[src/rtl/irq_rank_resolver.sv]
module irq_rank_resolver #(
  parameter int NPIN    = 8,
  parameter int VW      = 8,
  parameter int CASCADE = 2
) (
  input  logic                        clk,
  input  logic                        rst_n,
  input  logic [NPIN-1:0]             pend_set_i,
  input  logic [NPIN-1:0]             mask_i,
  input  logic [NPIN-1:0]             level_i,
  input  logic [VW-$clog2(NPIN)-1:0]  base_i,
  input  logic                        nested_i,
  input  logic                        primary_i,
  input  logic                        auto_eoi_i,
  input  logic                        rot_aeoi_i,
  input  logic                        ack_i,
  input  logic                        eoi_i,
  output logic                        int_o,
  output logic [VW-1:0]               vec_o,
  output logic [NPIN-1:0]             pend_o,
  output logic [NPIN-1:0]             isr_o,
  output logic [$clog2(NPIN)-1:0]     off_o
);
  localparam int LW = $clog2(NPIN);
  localparam logic [LW:0] NONE = LW'(0) | (LW+1)'(NPIN);
  localparam logic [NPIN-1:0] CASC_BIT = NPIN'(1) << CASCADE;

  function automatic logic [LW:0] best_level(input logic [NPIN-1:0] v, input logic [LW-1:0] off);
    logic [LW:0] lvl;
    lvl = NONE;
    for (int p = NPIN - 1; p >= 0; p--) begin
      if (v[LW'(p) + off]) lvl = (LW+1)'(p);
    end
    return lvl;
  endfunction

  logic [NPIN-1:0] pend_q, isr_q, cand, isr_eff;
  logic [LW-1:0]   off_q, pin, eoi_pin;
  logic [LW:0]     cand_lvl, isr_lvl, eoi_lvl;
  logic            hit, int_q;
  logic [VW-1:0]   vec_q;

  assign cand     = pend_q & ~mask_i;
  assign isr_eff  = isr_q & ~((nested_i && primary_i) ? CASC_BIT : '0);
  assign cand_lvl = best_level(cand, off_q);
  assign isr_lvl  = best_level(isr_eff, off_q);
  assign eoi_lvl  = best_level(isr_q, off_q);
  assign hit      = cand_lvl < isr_lvl;
  assign pin      = cand_lvl[LW-1:0] + off_q;
  assign eoi_pin  = eoi_lvl[LW-1:0] + off_q;

  always_ff @(posedge clk or negedge rst_n) begin
    if (!rst_n) begin
      pend_q <= '0;
      isr_q  <= '0;
      off_q  <= '0;
      int_q  <= 1'b0;
      vec_q  <= '0;
    end else begin
      logic [NPIN-1:0] pend_d, isr_d;
      pend_d = pend_q;
      isr_d  = isr_q;
      if (eoi_i && eoi_lvl != NONE) isr_d[eoi_pin] = 1'b0;
      if (ack_i && hit) begin
        if (!level_i[pin]) pend_d[pin] = 1'b0;
        if (!auto_eoi_i) isr_d[pin] = 1'b1;
        else if (rot_aeoi_i) off_q <= pin + LW'(1);
      end
      if (ack_i) vec_q <= {base_i, hit ? pin : LW'(NPIN - 1)};
      pend_q <= pend_d | pend_set_i;
      isr_q  <= isr_d;
      int_q  <= hit;
    end
  end

  assign int_o  = int_q;
  assign vec_o  = vec_q;
  assign pend_o = pend_q;
  assign isr_o  = isr_q;
  assign off_o  = off_q;

  assert_int_needs_cand_R2: assert property (@(posedge clk) disable iff (!rst_n)
    int_o |-> $past(|(pend_q & ~mask_i)));
  assert_isr_mark_R4: assert property (@(posedge clk) disable iff (!rst_n)
    (ack_i && hit && !auto_eoi_i) |=> isr_o[$past(pin)]);
  assert_aeoi_no_grow_R5: assert property (@(posedge clk) disable iff (!rst_n)
    (ack_i && auto_eoi_i) |=> $countones(isr_o) <= $countones($past(isr_o)));
  assert_spurious_pin_R6: assert property (@(posedge clk) disable iff (!rst_n)
    (ack_i && !hit) |=> vec_o[LW-1:0] == LW'(NPIN - 1));
  assert_vec_hold_R7: assert property (@(posedge clk) disable iff (!rst_n)
    !ack_i |=> $stable(vec_o));
  assert_pend_set_R9: assert property (@(posedge clk) disable iff (!rst_n)
    (|pend_set_i) |=> (pend_o & $past(pend_set_i)) == $past(pend_set_i));
endmodule

[config.mk]
export PLATFORM = sky130hd
export DESIGN_NAME = irq_rank_resolver
export DESIGN_NICKNAME = d
export VERILOG_FILES = /design/src/rtl/irq_rank_resolver.sv
export SDC_FILE = /design/constraint.sdc
export NUM_CORES = 1
export LEC_CHECK = 0
export ABC_AREA = 1
export BUFFER_PORTS_ARGS = -buffer_cell sky130_fd_sc_hd__buf_2
export CAP_MARGIN = 10
export CORE_ASPECT_RATIO = 0.7
export CORE_MARGIN = 2
export CORE_UTILIZATION = 45
export DETAILED_ROUTE_END_ITERATION = 7
export MAX_ROUTING_LAYER = met4
export PLACE_DENSITY = 0.76
export RECOVER_POWER = 50
export SLEW_MARGIN = 20
export SYNTH_ARGS = -nofsm -noshare
export SYNTH_HDL_FRONTEND = slang
export SYNTH_SLANG_ARGS = --single-unit
[constraint.sdc]
create_clock -name clk -period 10.7 [get_ports clk]
set_clock_uncertainty 0.1 [all_clocks]
set_input_delay 1.07 -clock clk [delete_from_list [all_inputs] [get_ports clk]]
set_output_delay 1.07 -clock clk [all_outputs]
set_load 0.05 [all_outputs]
* Yosys cells after proc, flatten, opt, wreduce, memory -nomap -nowiden
Index checks and enable logic that the tools add are counted.
** Storage, ports and cells
- Register bits after elaboration :: 28
- Output and inout port bits :: 28
** Operators by class
- Add/sub/neg operators :: 10
- $lt $le $gt $ge :: 13
- Equality and inequality tests :: 1
- Multiplexer cells :: 85
- Bitwise operators :: 10
- Reductions and logical operators :: 6
** Operator list (count)
- $mux 4 :: 24
- $bmux 1 s3 :: 25
- $lt 3x4->1 const B :: 10
- $mux 8 :: 5
- $and 8x8->8 :: 4
- $mux 1 :: 27
- $not 8->8 :: 3
- $or 8x8->8 :: 2
- $add 3x3->3 const A :: 4
- $not 3->8 :: 1
- $add 2x3->3 const A :: 2
- $add 3x3->3 :: 2
- $demux 1 s3 :: 2
- $ge 3x1->1 const B :: 2
- $mux 3 :: 2
- $logic_and 1x1->1 :: 5
- $lt 4x4->1 :: 1
- $ne 4x4->1 const B :: 1
- $add 1x3->3 const A :: 1
- $add 3x1->3 const B :: 1
- $reduce_and 3->1 :: 1

* Depth between registers and ports, before layout
- Word-level depth :: 22
- Mapped depth :: 29

* Worst setup path before layout
Ideal clock, no wire load.
- Path type :: reg-to-reg
- From :: register off_q[0], in the netlist off_o[0]
- To :: register isr_q[0], in the netlist isr_o[0]
- Setup time :: 0.127 ns
- Data arrival time :: 3.973 ns
- Data required time :: 10.473 ns
- Slack :: 6.500 ns
- Stages on the path, launching flop included :: 25
- Path buffers :: 3
- Clock period less this slack :: 4.200 ns
- Path through :: dfrtp_1 buf_4 inv_4 buf_6 ha_1 clkbuf_1 inv_2 nand2_1 nand3_1 o21ai_1 a31oi_1 o21ai_0 nand2_1 a21boi_0 ha_1 inv_1 fa_1 xor2_1 nand3b_1 nand2_1 nand2_1 o21ai_0 o31ai_1 nand2_1 o21ai_2
** Between the ends
- Longest elaborated chain between the ends :: 22
** Ends and longest elaborated chain
- from (decl) :: line 38 : logic [LW-1:0] off_q, pin, eoi_pin;
- from (signal assigned) :: line 67 : else if (rot_aeoi_i) off_q <= pin + LW'(1);
- $add 3x3->3 :: line 32 : if (v[LW'(p) + off]) lvl = (LW+1)'(p);
- $bmux 1 s3 :: line 32
- $mux 1 (implied by the code) :: line 32
- $mux 4 (8 in a row) :: line 32
- $add 3x3->3 :: line 50 : assign eoi_pin = eoi_lvl[LW-1:0] + off_q;
- $lt 3x4->1 (implied by the code) / $ge 3x1->1 (equally long branches) :: line 63 : if (eoi_i && eoi_lvl != NONE) isr_d[eoi_pin] = 1'b0;
- $logic_and 1x1->1 (implied by the code) :: line 63
- $mux 1 (implied by the code) :: line 63
- $demux 1 s3 :: line 63
- $not 8->8 (no line)
- $and 8x8->8 (no line)
- $mux 8 :: line 63
- $or 8x8->8 (no line)
- $mux 8 :: line 66 : if (!auto_eoi_i) isr_d[pin] = 1'b1;
- $mux 8 * :: line 64 : if (ack_i && hit) begin
- to (signal assigned) :: line 71 : isr_q <= isr_d;
- to (decl) :: line 37 : logic [NPIN-1:0] pend_q, isr_q, cand, isr_eff;
Every way passes the cells marked *; elsewhere a longest branch is shown, timed or not. The select of a mux whose other input is x is not followed.
A chain may end at the register's enable or synchronous reset.

* Worst setup path after layout
- From :: register off_q[0], in the netlist off_o[0]
- To :: register isr_q[3], in the netlist isr_o[3]
Same word-level chain as after synthesis.

==> summary.md <==
| Metric | Value |
|---|---|
| Most used routing layer in global routing | met1 |
| Maxcap violations | 1 |
| Netlist cell types | 41 |
| CP Class | register to register |
| WL final | 8.16 mm |
| DRC errors left | 0 |
| Antenna diodes | 0 |
| Startpoint Class | register |
| Synth Instances | 430 |
| Area delta synth->final | 12.8% |
| Largest net degree at the start of global routing | 29 |
| Clock buffer depth | 2 |
| EDFF count, synth | 0 |
| Die width | 98.1 um |
| Critical path arrival | 4.54 ns |
| Slew @ Worst Pin | 1.60 ns |
| Skew-Pair Late Insertion Delay | 0.28 ns |
| FP Rows | 23 |
| Ports | 65 |
| Worst-path maximum fanout | 22 |
| Rel. slew slack | -0.0669 |
| Clock transition at the registers of the reported paths | 0.10 ns |
| Core area | 5840 um^2 |
| Initial detailed-routing violation count | 253 |
| Slew Limit Fails | 29 |
| Mean number of vias per cell | 5.60 |
| Die area | 6850 um^2 |
| WL/cell | 14.6 um |
| # Post-CTS Setup Buffers | 0 |
| Crit share post-route | 0.417 |
| Vias in the first global route | 2902 |
| Initial Utilization | 0.477 |
| Status | complete, but fails checks |
| Met2 GRT Util | 0.358 |
| Final ANT Viol Nets | 0 |
| Final hold vios | 0 |
| Commonest non-fill, non-tap cells in the layout | nand2_1, buf_2, nand3_1 |
| Initial antenna violation count | 0 |
| Sequential area share after synthesis | 0.251 |
| Max Clock Freq | 224 MHz |
| Commonest non-fill, non-tap cell in the layout | nand2_1 |
| Final net count | 534 |
| CTS Hold Bufs | 0 |
| Post-DP HPWL | 6.56 mm |
| First-pass GRT wire length | 14.1 mm |
| Worst hold-check path type | register to register |
| Share of cells above drive strength 1 | 0.192 |
| Synthesized area per cell | 6.48 um^2 |
| RSZ-0062 raised after global routing | false |
| Sink Count | 28 |
| Global routing usage on met3 | 0.0430 |
| Vias | 3134 |
| Area of the mapped netlist | 2790 um^2 |
| Synth Warn # | 0 |
| Clock Tree Root | clkbuf_8 |
| Final min period | 4.47 ns |
| CP Capture Type | register |
| H-tree Lvls | 1 |
| Async S/R FF share, synth | 1.00 |
| DIE HEIGHT | 69.9 um |
| CTS Buf Count | 3 |
| Drt first pass iters | 5 |
| Yosys reg bits | 28 |
| Final Setup Violations | 0 |
| Post-cts resize count | 0 |
| Setup_tns | 0 ns |
| Failing checks | max-capacitance violations, max-slew violations |
| Syn_nets | 477 |
| WP data required | 10.78 ns |
| CTS tree | done |
| Port Buffers | 64 |
| Top FF cell, synth | dfrtp_1 |
| Total global-route track usage | 0.256 |
| Final GP Congestion | 0.977 |
| Total global routing overflow | 0 |
| Met1 usage | 0.398 |
==> critical path: stages (launching register included) <==
cell      delay, ns
dfrtp_1        0.83
inv_4          0.21
ha_1           0.51
inv_2          0.13
nand2_1        0.11
nand3_1        0.11
o21ai_1        0.13
a31oi_1        0.09
o21ai_0        0.15
nand2_1        0.07
a21boi_0       0.18
ha_1           0.18
inv_1          0.05
fa_1           0.37
xor2_1         0.16
nand3b_1       0.23
nand2_1        0.11
nand2_1        0.07
o21ai_0        0.29
o31ai_1        0.12
nand2_1        0.10
o21ai_2        0.05
==> area by class of cell <==
| class | instances | area, um^2 |
|---|---|---|
| Clock buffer | 3 | 41.3 |
| Fill cell | 599 | 2700 |
| Multi-Input combinational cell | 346 | 1830 |
| Timing Repair Buffer | 65 | 314 |
| Sequential cell | 28 | 701 |
| Inverter | 43 | 166 |
| Tap cell | 75 | 93.8 |
==> synthesized netlist by cell type, types with 7 or more instances <==
cell type / instances / area share
nand2_1: 156 / 0.21
o21ai_2: 7 / 0.022
nand4_1: 13 / 0.029
inv_2: 10 / 0.013
dfrtp_1: 28 / 0.25
nand3_1: 51 / 0.092
o21ai_1: 12 / 0.022
clkbuf_1: 7 / 0.0094
o21ai_0: 21 / 0.038
ha_1: 8 / 0.036
nor2_1: 14 / 0.019
a21oi_1: 10 / 0.018
nand3b_1: 9 / 0.024
inv_1: 31 / 0.042
==> path summary, 6_finish.rpt <==
path,slack [ns],depth (start not counted),start,to
worst max-delay path,6.23,21,off_o[0],isr_o[3]
worst min-delay path,0.38,2,vec_o[3],vec_o[3]
worst max register to register,6.23,21,off_o[0],isr_o[3]
worst min register to register,0.38,2,vec_o[3],vec_o[3]
max in group asynchronous,8.49,1,rst_n,off_o[2]
min in group asynchronous,1.08,1,rst_n,pend_o[3]
==> routing by layer <==
layer | part of all wire | vias to the layer above | routed length [um]
met4 | 0.012 | 0 | 95
met5 | 0 | - | 0
met1 | 0.49 | 1417 | 3990
li1 | - | 1535 | -
met3 | 0.096 | 14 | 782
met2 | 0.40 | 168 | 3280
==> flip-flops by register name, indices dropped and copies added, names as in the netlist <==
register and count:
isr_o 8, pend_o 8, vec_o 8, off_o 3
int_o 1
==> through the flow <==
| step | cells | hold WS (ns) | utilization | cell area (um^2) | setup WS, ns |
|---|---|---|---|---|---|
| final | 560 | 0.381 | 0.538 | 3140 | 6.23 |
| after CTS | 560 | 0.378 | 0.541 | 3160 | 6.29 |
| after detailed placement | 557 | 0.355 | 0.534 | 3120 | 6.31 |
| after global placement | 557 | 0.350 | 0.534 | 3120 | 6.49 |
| after global routing | 560 | 0.408 | 0.538 | 3140 | 5.77 |
| after floorplan | 430 | 0.653 | - | 2790 | 6.50 |
==> kinds of logic (layout without fill, tap and decap cells) <==
kind of cell | after synthesis | count (layout) | share of synthesized area
XOR/XNOR | 6 | 6 | 0.0269
buffers and inverters | 56 | 111 | 0.0929
AND/OR/NAND/NOR | 257 | 257 | 0.417
flip-flops | 28 | 28 | 0.251
AO/OA/AOI/OAI | 73 | 73 | 0.162
adder cells (fa/ha/maj) | 10 | 10 | 0.0503
Power is left out: the tool's default activity adds up to more than one toggle a clock period on the data nets, which glitch-free logic cannot reach.
